===== src/rtl/bitop_pkg.sv =====
package bitop_pkg;

    typedef enum logic [1:0] {
        MODE_REG = 2'd0,
        MODE_HL  = 2'd1,
        MODE_IDX = 2'd2,
        MODE_ALT = 2'd3
    } opnd_mode_e;

    typedef enum logic [1:0] {
        GRP_SHIFT = 2'd0,
        GRP_TEST  = 2'd1,
        GRP_CLR   = 2'd2,
        GRP_SET   = 2'd3
    } op_group_e;

    typedef enum logic [2:0] {
        SH_RLC = 3'd0,
        SH_RRC = 3'd1,
        SH_RL  = 3'd2,
        SH_RR  = 3'd3,
        SH_SLA = 3'd4,
        SH_SRA = 3'd5,
        SH_SLL = 3'd6,
        SH_SRL = 3'd7
    } shift_op_e;

    typedef enum logic {
        ST_IDLE = 1'b0,
        ST_DONE = 1'b1
    } unit_state_e;

    localparam int FLG_C = 0;
    localparam int FLG_N = 1;
    localparam int FLG_P = 2;
    localparam int FLG_H = 4;
    localparam int FLG_Z = 6;
    localparam int FLG_S = 7;

    localparam logic [2:0] SEL_MEM = 3'd6;

    typedef struct packed {
        logic       reg_we;
        logic       mem_we;
        logic [2:0] reg_sel;
    } wb_ctl_t;

endpackage


===== src/rtl/bitop_decode.sv =====
module bitop_decode
    import bitop_pkg::*;
#(
    parameter int ADDR_W  = 16,
    parameter int DISP_W  = 8,
    parameter int CYC_W   = 5,
    parameter int CYC_REG = 8,
    parameter int CYC_HL  = 15,
    parameter int CYC_IDX = 23
) (
    input  logic [7:0]        code,
    input  opnd_mode_e        mode,
    input  logic [DISP_W-1:0] disp,
    output op_group_e         group,
    output shift_op_e         sh_op,
    output logic [2:0]        bit_num,
    output wb_ctl_t           wb,
    output logic [ADDR_W-1:0] ea,
    output logic [CYC_W-1:0]  cyc
);

    localparam int EXT_W = ADDR_W - DISP_W;
    localparam logic [CYC_W-1:0] CYC_REG_V = CYC_REG[CYC_W-1:0];
    localparam logic [CYC_W-1:0] CYC_HL_V  = CYC_HL[CYC_W-1:0];
    localparam logic [CYC_W-1:0] CYC_IDX_V = CYC_IDX[CYC_W-1:0];

    logic writes_back;

    always_comb begin
        group       = op_group_e'(code[7:6]);
        sh_op       = shift_op_e'(code[5:3]);
        bit_num     = code[5:3];
        writes_back = (group != GRP_TEST);
    end

    always_comb begin
        wb.reg_sel = code[2:0];
        wb.reg_we  = 1'b0;
        wb.mem_we  = 1'b0;
        ea         = '0;
        cyc        = CYC_REG_V;
        unique case (mode)
            MODE_REG, MODE_ALT: begin
                wb.reg_we = writes_back;
                cyc       = CYC_REG_V;
            end
            MODE_HL: begin
                wb.mem_we = writes_back;
                cyc       = CYC_HL_V;
            end
            MODE_IDX: begin
                wb.mem_we = writes_back;
                wb.reg_we = writes_back && (code[2:0] != SEL_MEM);
                ea        = {{EXT_W{disp[DISP_W-1]}}, disp};
                cyc       = CYC_IDX_V;
            end
        endcase
    end

endmodule


===== src/rtl/bitop_shifter.sv =====
module bitop_shifter
    import bitop_pkg::*;
#(
    parameter int W = 8
) (
    input  logic [W-1:0] a,
    input  shift_op_e    op,
    input  logic         cin,
    output logic [W-1:0] r,
    output logic         cout
);

    logic msb;
    logic lsb;

    always_comb begin
        msb = a[W-1];
        lsb = a[0];
        unique case (op)
            SH_RLC: begin r = {a[W-2:0], msb};  cout = msb; end
            SH_RRC: begin r = {lsb, a[W-1:1]};  cout = lsb; end
            SH_RL:  begin r = {a[W-2:0], cin};  cout = msb; end
            SH_RR:  begin r = {cin, a[W-1:1]};  cout = lsb; end
            SH_SLA: begin r = {a[W-2:0], 1'b0}; cout = msb; end
            SH_SRA: begin r = {msb, a[W-1:1]};  cout = lsb; end
            SH_SLL: begin r = {a[W-2:0], 1'b1}; cout = msb; end
            SH_SRL: begin r = {1'b0, a[W-1:1]}; cout = lsb; end
        endcase
    end

endmodule


===== src/rtl/bitop_bitmod.sv =====
module bitop_bitmod #(
    parameter int W   = 8,
    parameter int N_W = $clog2(W)
) (
    input  logic [W-1:0]   a,
    input  logic [N_W-1:0] bit_num,
    input  logic           set_not_clr,
    output logic [W-1:0]   r
);

    logic [W-1:0] sel_mask;

    for (genvar i = 0; i < W; i++) begin : g_mask
        assign sel_mask[i] = (bit_num == i[N_W-1:0]);
    end

    always_comb begin
        if (set_not_clr) r = a | sel_mask;
        else             r = a & ~sel_mask;
    end

endmodule


===== src/rtl/bitop_flags.sv =====
module bitop_flags
    import bitop_pkg::*;
#(
    parameter int W = 8
) (
    input  op_group_e    group,
    input  logic [W-1:0] result,
    input  logic         carry,
    input  logic [7:0]   flags_in,
    output logic [7:0]   flags_out
);

    always_comb begin
        flags_out = flags_in;
        if (group == GRP_SHIFT) begin
            flags_out[FLG_S] = result[W-1];
            flags_out[FLG_Z] = (result == '0);
            flags_out[FLG_H] = 1'b0;
            flags_out[FLG_P] = ~^result;
            flags_out[FLG_N] = 1'b0;
            flags_out[FLG_C] = carry;
        end
    end

endmodule


===== src/rtl/bitop_exec_unit.sv =====
module bitop_exec_unit
    import bitop_pkg::*;
#(
    parameter int DATA_W  = 8,
    parameter int ADDR_W  = 16,
    parameter int CYC_W   = 5,
    parameter int CYC_REG = 8,
    parameter int CYC_HL  = 15,
    parameter int CYC_IDX = 23
) (
    input  logic              clk,
    input  logic              rst_n,
    input  logic              op_valid,
    input  logic [7:0]        op_code,
    input  logic [1:0]        op_mode,
    input  logic [DATA_W-1:0] op_data,
    input  logic [7:0]        op_disp,
    input  logic [7:0]        flags_in,
    output logic              done,
    output logic [DATA_W-1:0] res_data,
    output logic [7:0]        flags_out,
    output logic              reg_we,
    output logic [2:0]        reg_sel,
    output logic              mem_we,
    output logic [ADDR_W-1:0] ea_offset,
    output logic [CYC_W-1:0]  cycles
);

    localparam logic [CYC_W-1:0] CYC_REG_V = CYC_REG[CYC_W-1:0];
    localparam logic [CYC_W-1:0] CYC_HL_V  = CYC_HL[CYC_W-1:0];
    localparam logic [CYC_W-1:0] CYC_IDX_V = CYC_IDX[CYC_W-1:0];

    op_group_e         grp;
    shift_op_e         sh_op;
    logic [2:0]        bit_num;
    wb_ctl_t           wb_nxt;
    logic [ADDR_W-1:0] ea_nxt;
    logic [CYC_W-1:0]  cyc_nxt;
    logic [DATA_W-1:0] sh_res;
    logic              sh_carry;
    logic [DATA_W-1:0] bm_res;
    logic [DATA_W-1:0] res_nxt;
    logic [7:0]        flg_nxt;
    unit_state_e       state_q;
    unit_state_e       state_d;

    bitop_decode #(
        .ADDR_W (ADDR_W),
        .DISP_W (8),
        .CYC_W  (CYC_W),
        .CYC_REG(CYC_REG),
        .CYC_HL (CYC_HL),
        .CYC_IDX(CYC_IDX)
    ) u_dec (
        .code   (op_code),
        .mode   (opnd_mode_e'(op_mode)),
        .disp   (op_disp),
        .group  (grp),
        .sh_op  (sh_op),
        .bit_num(bit_num),
        .wb     (wb_nxt),
        .ea     (ea_nxt),
        .cyc    (cyc_nxt)
    );

    bitop_shifter #(.W(DATA_W)) u_shf (
        .a   (op_data),
        .op  (sh_op),
        .cin (flags_in[FLG_C]),
        .r   (sh_res),
        .cout(sh_carry)
    );

    bitop_bitmod #(.W(DATA_W)) u_bit (
        .a          (op_data),
        .bit_num    (bit_num),
        .set_not_clr(grp == GRP_SET),
        .r          (bm_res)
    );

    always_comb begin
        unique case (grp)
            GRP_SHIFT:        res_nxt = sh_res;
            GRP_TEST:         res_nxt = op_data;
            GRP_CLR, GRP_SET: res_nxt = bm_res;
        endcase
    end

    bitop_flags #(.W(DATA_W)) u_flg (
        .group    (grp),
        .result   (sh_res),
        .carry    (sh_carry),
        .flags_in (flags_in),
        .flags_out(flg_nxt)
    );

    // state register
    always_ff @(posedge clk) begin
        if (!rst_n) state_q <= ST_IDLE;
        else        state_q <= state_d;
    end

    // transitions: IDLE_TO_DONE, DONE_TO_DONE, DONE_TO_IDLE
    always_comb begin
        state_d = state_q;
        unique case (state_q)
            ST_IDLE: if (op_valid) state_d = ST_DONE;
            ST_DONE: state_d = op_valid ? ST_DONE : ST_IDLE;
        endcase
    end

    // output stage
    always_ff @(posedge clk) begin
        if (!rst_n) begin
            res_data  <= '0;
            flags_out <= '0;
            reg_we    <= 1'b0;
            reg_sel   <= '0;
            mem_we    <= 1'b0;
            ea_offset <= '0;
            cycles    <= '0;
        end else if (op_valid) begin
            res_data  <= res_nxt;
            flags_out <= flg_nxt;
            reg_we    <= wb_nxt.reg_we;
            reg_sel   <= wb_nxt.reg_sel;
            mem_we    <= wb_nxt.mem_we;
            ea_offset <= ea_nxt;
            cycles    <= cyc_nxt;
        end else begin
            reg_we    <= 1'b0;
            mem_we    <= 1'b0;
        end
    end

    assign done = (state_q == ST_DONE);

    AST_DONE_FOLLOWS: assert property (@(posedge clk) disable iff (!rst_n)
        op_valid |=> done);
    AST_DONE_DROPS: assert property (@(posedge clk) disable iff (!rst_n)
        !op_valid |=> !done && !reg_we && !mem_we);
    AST_REG_MODE: assert property (@(posedge clk) disable iff (!rst_n)
        op_valid && (op_mode == 2'd0) && (op_code[7:6] != 2'b01)
        |=> reg_we && !mem_we && (cycles == CYC_REG_V) && (ea_offset == '0));
    AST_HL_MODE: assert property (@(posedge clk) disable iff (!rst_n)
        op_valid && (op_mode == 2'd1) && (op_code[7:6] != 2'b01)
        |=> mem_we && !reg_we && (cycles == CYC_HL_V));
    AST_IDX_OFFSET: assert property (@(posedge clk) disable iff (!rst_n)
        op_valid && (op_mode == 2'd2)
        |=> (ea_offset[7:0] == $past(op_disp)) && (cycles == CYC_IDX_V));
    AST_BITMOD_FLAGS: assert property (@(posedge clk) disable iff (!rst_n)
        op_valid && op_code[7]
        |=> (flags_out == $past(flags_in))
            && ($countones(res_data ^ $past(op_data)) <= 1));
    AST_HN_CLEAR: assert property (@(posedge clk) disable iff (!rst_n)
        op_valid && (op_code[7:6] == 2'b00)
        |=> !flags_out[FLG_H] && !flags_out[FLG_N]);
    AST_TEST_NOWRITE: assert property (@(posedge clk) disable iff (!rst_n)
        op_valid && (op_code[7:6] == 2'b01)
        |=> !reg_we && !mem_we && (res_data == $past(op_data)));

endmodule


===== config.mk =====
export PLATFORM = sky130hd
export DESIGN_NAME = bitop_exec_unit
export DESIGN_NICKNAME = d
export VERILOG_FILES = /design/src/rtl/bitop_pkg.sv /design/src/rtl/bitop_decode.sv /design/src/rtl/bitop_shifter.sv /design/src/rtl/bitop_bitmod.sv /design/src/rtl/bitop_flags.sv /design/src/rtl/bitop_exec_unit.sv
export SDC_FILE = /design/constraint.sdc
export NUM_CORES = 1
export LEC_CHECK = 0
export BUFFER_PORTS_ARGS = -buffer_cell sky130_fd_sc_hd__buf_2
export CAP_MARGIN = 5
export CORE_ASPECT_RATIO = 0.5
export CORE_MARGIN = 4
export CORE_UTILIZATION = 35
export CTS_BUF_LIST = sky130_fd_sc_hd__clkbuf_4 sky130_fd_sc_hd__clkbuf_8
export CTS_CLUSTER_SIZE = 10
export DETAILED_ROUTE_END_ITERATION = 16
export SKIP_LAST_GASP = 1
export SYNTH_ARGS = -nofsm -noshare
export SYNTH_HDL_FRONTEND = slang
export SYNTH_SLANG_ARGS = --single-unit

===== constraint.sdc =====
create_clock -name clk -period 4.8 [get_ports clk]
set_input_delay 0.72 -clock clk [delete_from_list [all_inputs] [get_ports clk]]
set_output_delay 0.72 -clock clk [all_outputs]
set_load 0.03 [all_outputs]

# --- Yosys cells after proc, flatten, opt, wreduce, memory -nomap -nowiden ---
# Cells that the tools add are included.
# W data, S select, Z words.
word_totals:
  out_inout_bits: 43
  regBits: 43
  input_bits: 37
  word_cells: 50
op_classes:
  bitwise_logic: 3
  n_reduce_logical: 13
  mux: 11
  eq_ne: 15
ops:
  columns: ["cell", "n"]
  rows:
  - ["$pmux W8 S8", 1]
  - ["$pmux W8 S3", 1]
  - ["$mux W16", 1]
  - ["$pmux W5 S3", 1]
  - ["$eq A3 B3 Y1 const B", 4]
  - ["$and A8 B8 Y8", 1]
  - ["$eq A2 B2 Y1 const B", 4]
  - ["$logic_not A8 Y1", 1]
  - ["$mux W8", 1]
  - ["$not A8 Y8", 1]
  - ["$or A8 B8 Y8", 1]
  - ["$reduce_or A4 Y1", 2]
  - ["$reduce_xnor A8 Y1", 1]
  - ["$eq A3 B2 Y1 const B", 2]
  - ["$reduce_or A2 Y1", 3]
  - ["$eq A2 B1 Y1 const B", 2]
  - ["$logic_not A2 Y1", 2]
  - ["$pmux W1 S2", 2]
  - ["$eq A3 B1 Y1 const B", 1]
  - ["$logic_not A3 Y1", 1]
  - ["$mux W3", 1]
  - ["$ne A3 B3 Y1 const B", 1]
  - ["$reduce_and A3 Y1", 1]
  - ["$mux W1", 2]
  - ["4 further kinds", 4]

# --- Depth between registers and ports, before layout ---
depth:
  word_depth: 5
  mapped_depth: 9
  depth_no_buf: 8

# --- By module ---
# A second synthesis with hierarchy kept.
unflattened:
  hier_cells: 255
  area_unflattened_um2: 2561.2
modules_own_cells:
  columns: ["mod", "instances", "cells_each", "area_per_inst_um2", "seq_area_each_um2"]
  rows:
  - ["bitop_exec_unit", 1, 157, 1762.9, 860.8]
  - ["bitop_decode", 1, 40, 305.3, 0.0]
  - ["bitop_flags", 1, 26, 196.4, 0.0]
  - ["bitop_shifter", 1, 16, 151.4, 0.0]
  - ["bitop_bitmod", 1, 16, 145.1, 0.0]

# --- Least setup slack after synthesis ---
# OpenSTA, ideal clock, no wires.
synth_path:
  path_type: "in2reg"
  startpoint: "input op_code[5]"
  endpoint: "register flags_out[2]"
  path_stages: 9
  setup_slack_ps: 2697
  arrival_ps: 2028
  setup_ps: 74
  cell_sequence: "clkbuf_8 > nand2b_1 > o211ai_2 > inv_1 > ha_1 > xnor2_1 > xnor2_1 > nand2_1 > a31oi_1"
synth_via:
  elab_chain_len: 4
synth_rtl:
  columns: ["element", "line", "text"]
  rows:
  - ["start, declared", "bitop_exec_unit.sv:14", "input logic [7:0] op_code,"]
  - ["$eq A3 B3 Y1, or another cell as far along", "bitop_shifter.sv:19", "unique case (op)"]
  - ["$pmux W8 S8 (*)", "bitop_shifter.sv:19", null]
  - ["$reduce_xnor A8 Y1 (*)", "bitop_flags.sv:19", "flags_out[FLG_P] = ~^result;"]
  - ["$mux W3 (*)", "bitop_flags.sv:15", "if (group == GRP_SHIFT) begin"]
  - ["end signal, assigned", "bitop_exec_unit.sv:124", "flags_out <= flg_nxt;"]
  - ["end, declared", "bitop_exec_unit.sv:21", "output logic [7:0] flags_out,"]
# Every way passes the cells marked *; elsewhere a longest branch is shown, timed or not.
# A chain may end at the register's enable or synchronous reset.

# --- Worst setup path after layout ---
layout_path:
  startpoint: "input op_code[3]"
  endpoint: "register flags_out[2]"
# Same word-level chain as after synthesis.

==> metrics.txt <==
Mapped Area=0.00196 mm2; Core Area=0.00516 mm2; grt total ovfl=0; final instance area=0.00236 mm2; final slew viol count=0; Worst setup EP type=flop; Reg2Reg Depth=3; Setup Crit Path Kind=input pin to flop; number of vias per cell=4.82; status=finished clean; non-filler cells, final=346; # fillers=515; largest net degree at the start of global routing=49; worst vdd ir=0.107 mV; ANT cells=0; RSZ-0062 raised after global routing=no; Final Cycle Share=0.466; RePlAce Congestion=0.777; Synth Area in Simple Gates=0.217; first-pass GRT wire length=7570 um; I/O Buffers=79; Synth Register Bits=33; setup TNS=0 ns; Worst Path Required=5.01 ns; main combinational cell family by area after synthesis=simple AND/OR/NAND/NOR gates; Tmin final=2.24 ns; Horiz. Die Dim=114 um; Seq/Total Area, Yosys=0.337; clk sinks=33; Nets=319; synthesized net count=260; Avg Inst Size Synth=9.08 um2; vias in the first global route=1610; CTS max path bufs=2; count of cells resized by post-cts repair=0; final setup fails=0; XOR/XNOR Fraction of Synth Area=0.0134; antenna violations before repair=0; all-layer global routing usage=0.136; wire per inst=13.3 um; mux share of post-synthesis cell area=0.114; CTS H-Tree Depth=2; dominant synthesized flop cell=dfxtp_1; fin util=0.458; synth warn=0; Synth async-reset ratio=0; Worst-Skew Late Latency=0.28 ns; Fin. Hold Viols=0; setup bufs post-CTS=0; drt total wl=4610 um; max-cap violations=0; leading cell type in the layout, fill and taps excluded=buf_2; dpl hpwl=3310 um; most frequent cells in the layout=buf_2, dfxtp_1, nor2b_1; CTS tree=built; Root Buffer=clkbuf_8; DP Area=0.00224 mm2; # placed instances=338; Worst-path clk slew=0.07 ns; Synth Area in Compound Gates=0.163; Worst Setup Start Kind=input pin; Core Rows=18; Netlist cell types=42; post-route ant nets=0; worst slew pin tran=0.845 ns; DRT Pass-1 Iters=4; IO Count=80; layout cell share with drive strength beyond 1=0.351; cells after synthesis=216; Final WS setup=2.56 ns; area grow syn2layout=20.4%; total die area=0.00694 mm2; max frequency=447 MHz; PwrDens=314 mW/mm2; CTS buffer count=5; Crit path arrival time=2.45 ns; register area=661 um2; initial core utilization=0.380; hold depth=2; CTS Hold Bufs=0; via count=1667; Max-slew headroom=0.436; initial drt markers=64; Post-synth EDFFs=0; DP Worst Slack=2.26 ns; Worst Hold Class=flop to flop; Worst Skew=0 ns; leakage power=1.13 nW; post-synthesis adder-cell area fraction=0.0447; Die Y=60.9 um; CP max FO=21; DRC viols=0; area of the multi-input gates=0.00108 mm2
final timing paths:
kind / startpoint / to / slack, ns
min reg2reg: flags_out[1]$_SDFFE_PN0P_ / flags_out[1]$_SDFFE_PN0P_ / 0.48
min: flags_out[1]$_SDFFE_PN0P_ / flags_out[1]$_SDFFE_PN0P_ / 0.48
max reg2reg: ea_offset[14]$_SDFFE_PN0P_ / ea_offset[14]$_SDFFE_PN0P_ / 3.95
max: op_code[3] / flags_out[2]$_SDFFE_PN0P_ / 2.56
critical path, stage by stage:
cell and delay (ns):
buf_2 0.36, and2b_1 0.25, a221oi_2 0.27, ha_1 0.28, xnor2_1 0.18, xnor2_1 0.15, nand2_1 0.07, a31oi_1 0.16
cell type report:
cell class / instances / share of cell area
Sequential cell: 33 / 0.280
Clock inverter: 1 / 0.0127
Inverter: 4 / 0.00636
Multi-Input combinational cell: 152 / 0.458
Tap cell: 70 / 0.0371
Clock buffer: 7 / 0.0382
Timing Repair Buffer: 79 / 0.168
per-stage QoR:
step / hold WS [ns] / total power [mW]
detailed placement: 0.467 / 0.471
finish: 0.477 / 0.741
floorplan: 0.600 / 0.430
global route: 0.499 / 0.779
CTS: 0.480 / 0.751
global placement: 0.459 / 0.468
kinds of logic after synthesis:
family                     Yosys count
adders and majority gates            7
muxes                               21
buffers and inverters               31
AOI/OAI and AO/OA                   47
and+or+nand+nor                     74
DFF                                 33
xor gates and xnor gates             3
metal layers:
layer | track usage | vias up | wire length, um
li1 | - | 855 | -
met1 | 0.169 | 758 | 2090
met2 | 0.233 | 48 | 2170
met3 | 0.0388 | 6 | 294
met4 | 0.0491 | 0 | 53
met5 | 0 | - | 0
state kept, by name, indices dropped and copies added, names as in the netlist:
signal	cells
res_data	8
done	1
cycles	3
reg_sel	3
mem_we	1
flags_out	8
reg_we	1
ea_offset	8
Yosys cell counts (3+ instances only):
cell type | count | area [um2]
dfxtp_1 | 33 | 661
nor2b_1 | 22 | 138
a21oi_1 | 16 | 80.1
nand2_1 | 16 | 60.1
mux2i_1 | 14 | 140
buf_4 | 10 | 75.1
nor2_1 | 10 | 37.5
o21ai_0 | 10 | 50.1
o211ai_1 | 8 | 60.1
ha_1 | 7 | 87.6
buf_6 | 6 | 67.6
buf_2 | 4 | 20.0
clkbuf_1 | 4 | 15.0
inv_1 | 4 | 15.0
mux2_2 | 4 | 45.0
nand2b_1 | 4 | 25.0
nand3b_1 | 4 | 30.0
a21boi_0 | 3 | 22.5
nand3_1 | 3 | 15.0
nor3b_1 | 3 | 22.5
o211a_1 | 3 | 30.0
xnor2_1 | 3 | 26.3
power by group:
part	total [mW]	internal, mW	switching, mW	leakage (nW)
clock network	0.279	0.175	0.104	0.0619
logic	0.166	0.0636	0.102	0.799
registers	0.296	0.289	0.00694	0.272
total	0.741	0.528	0.213	1.13
(Power assumes the default switching activity.)
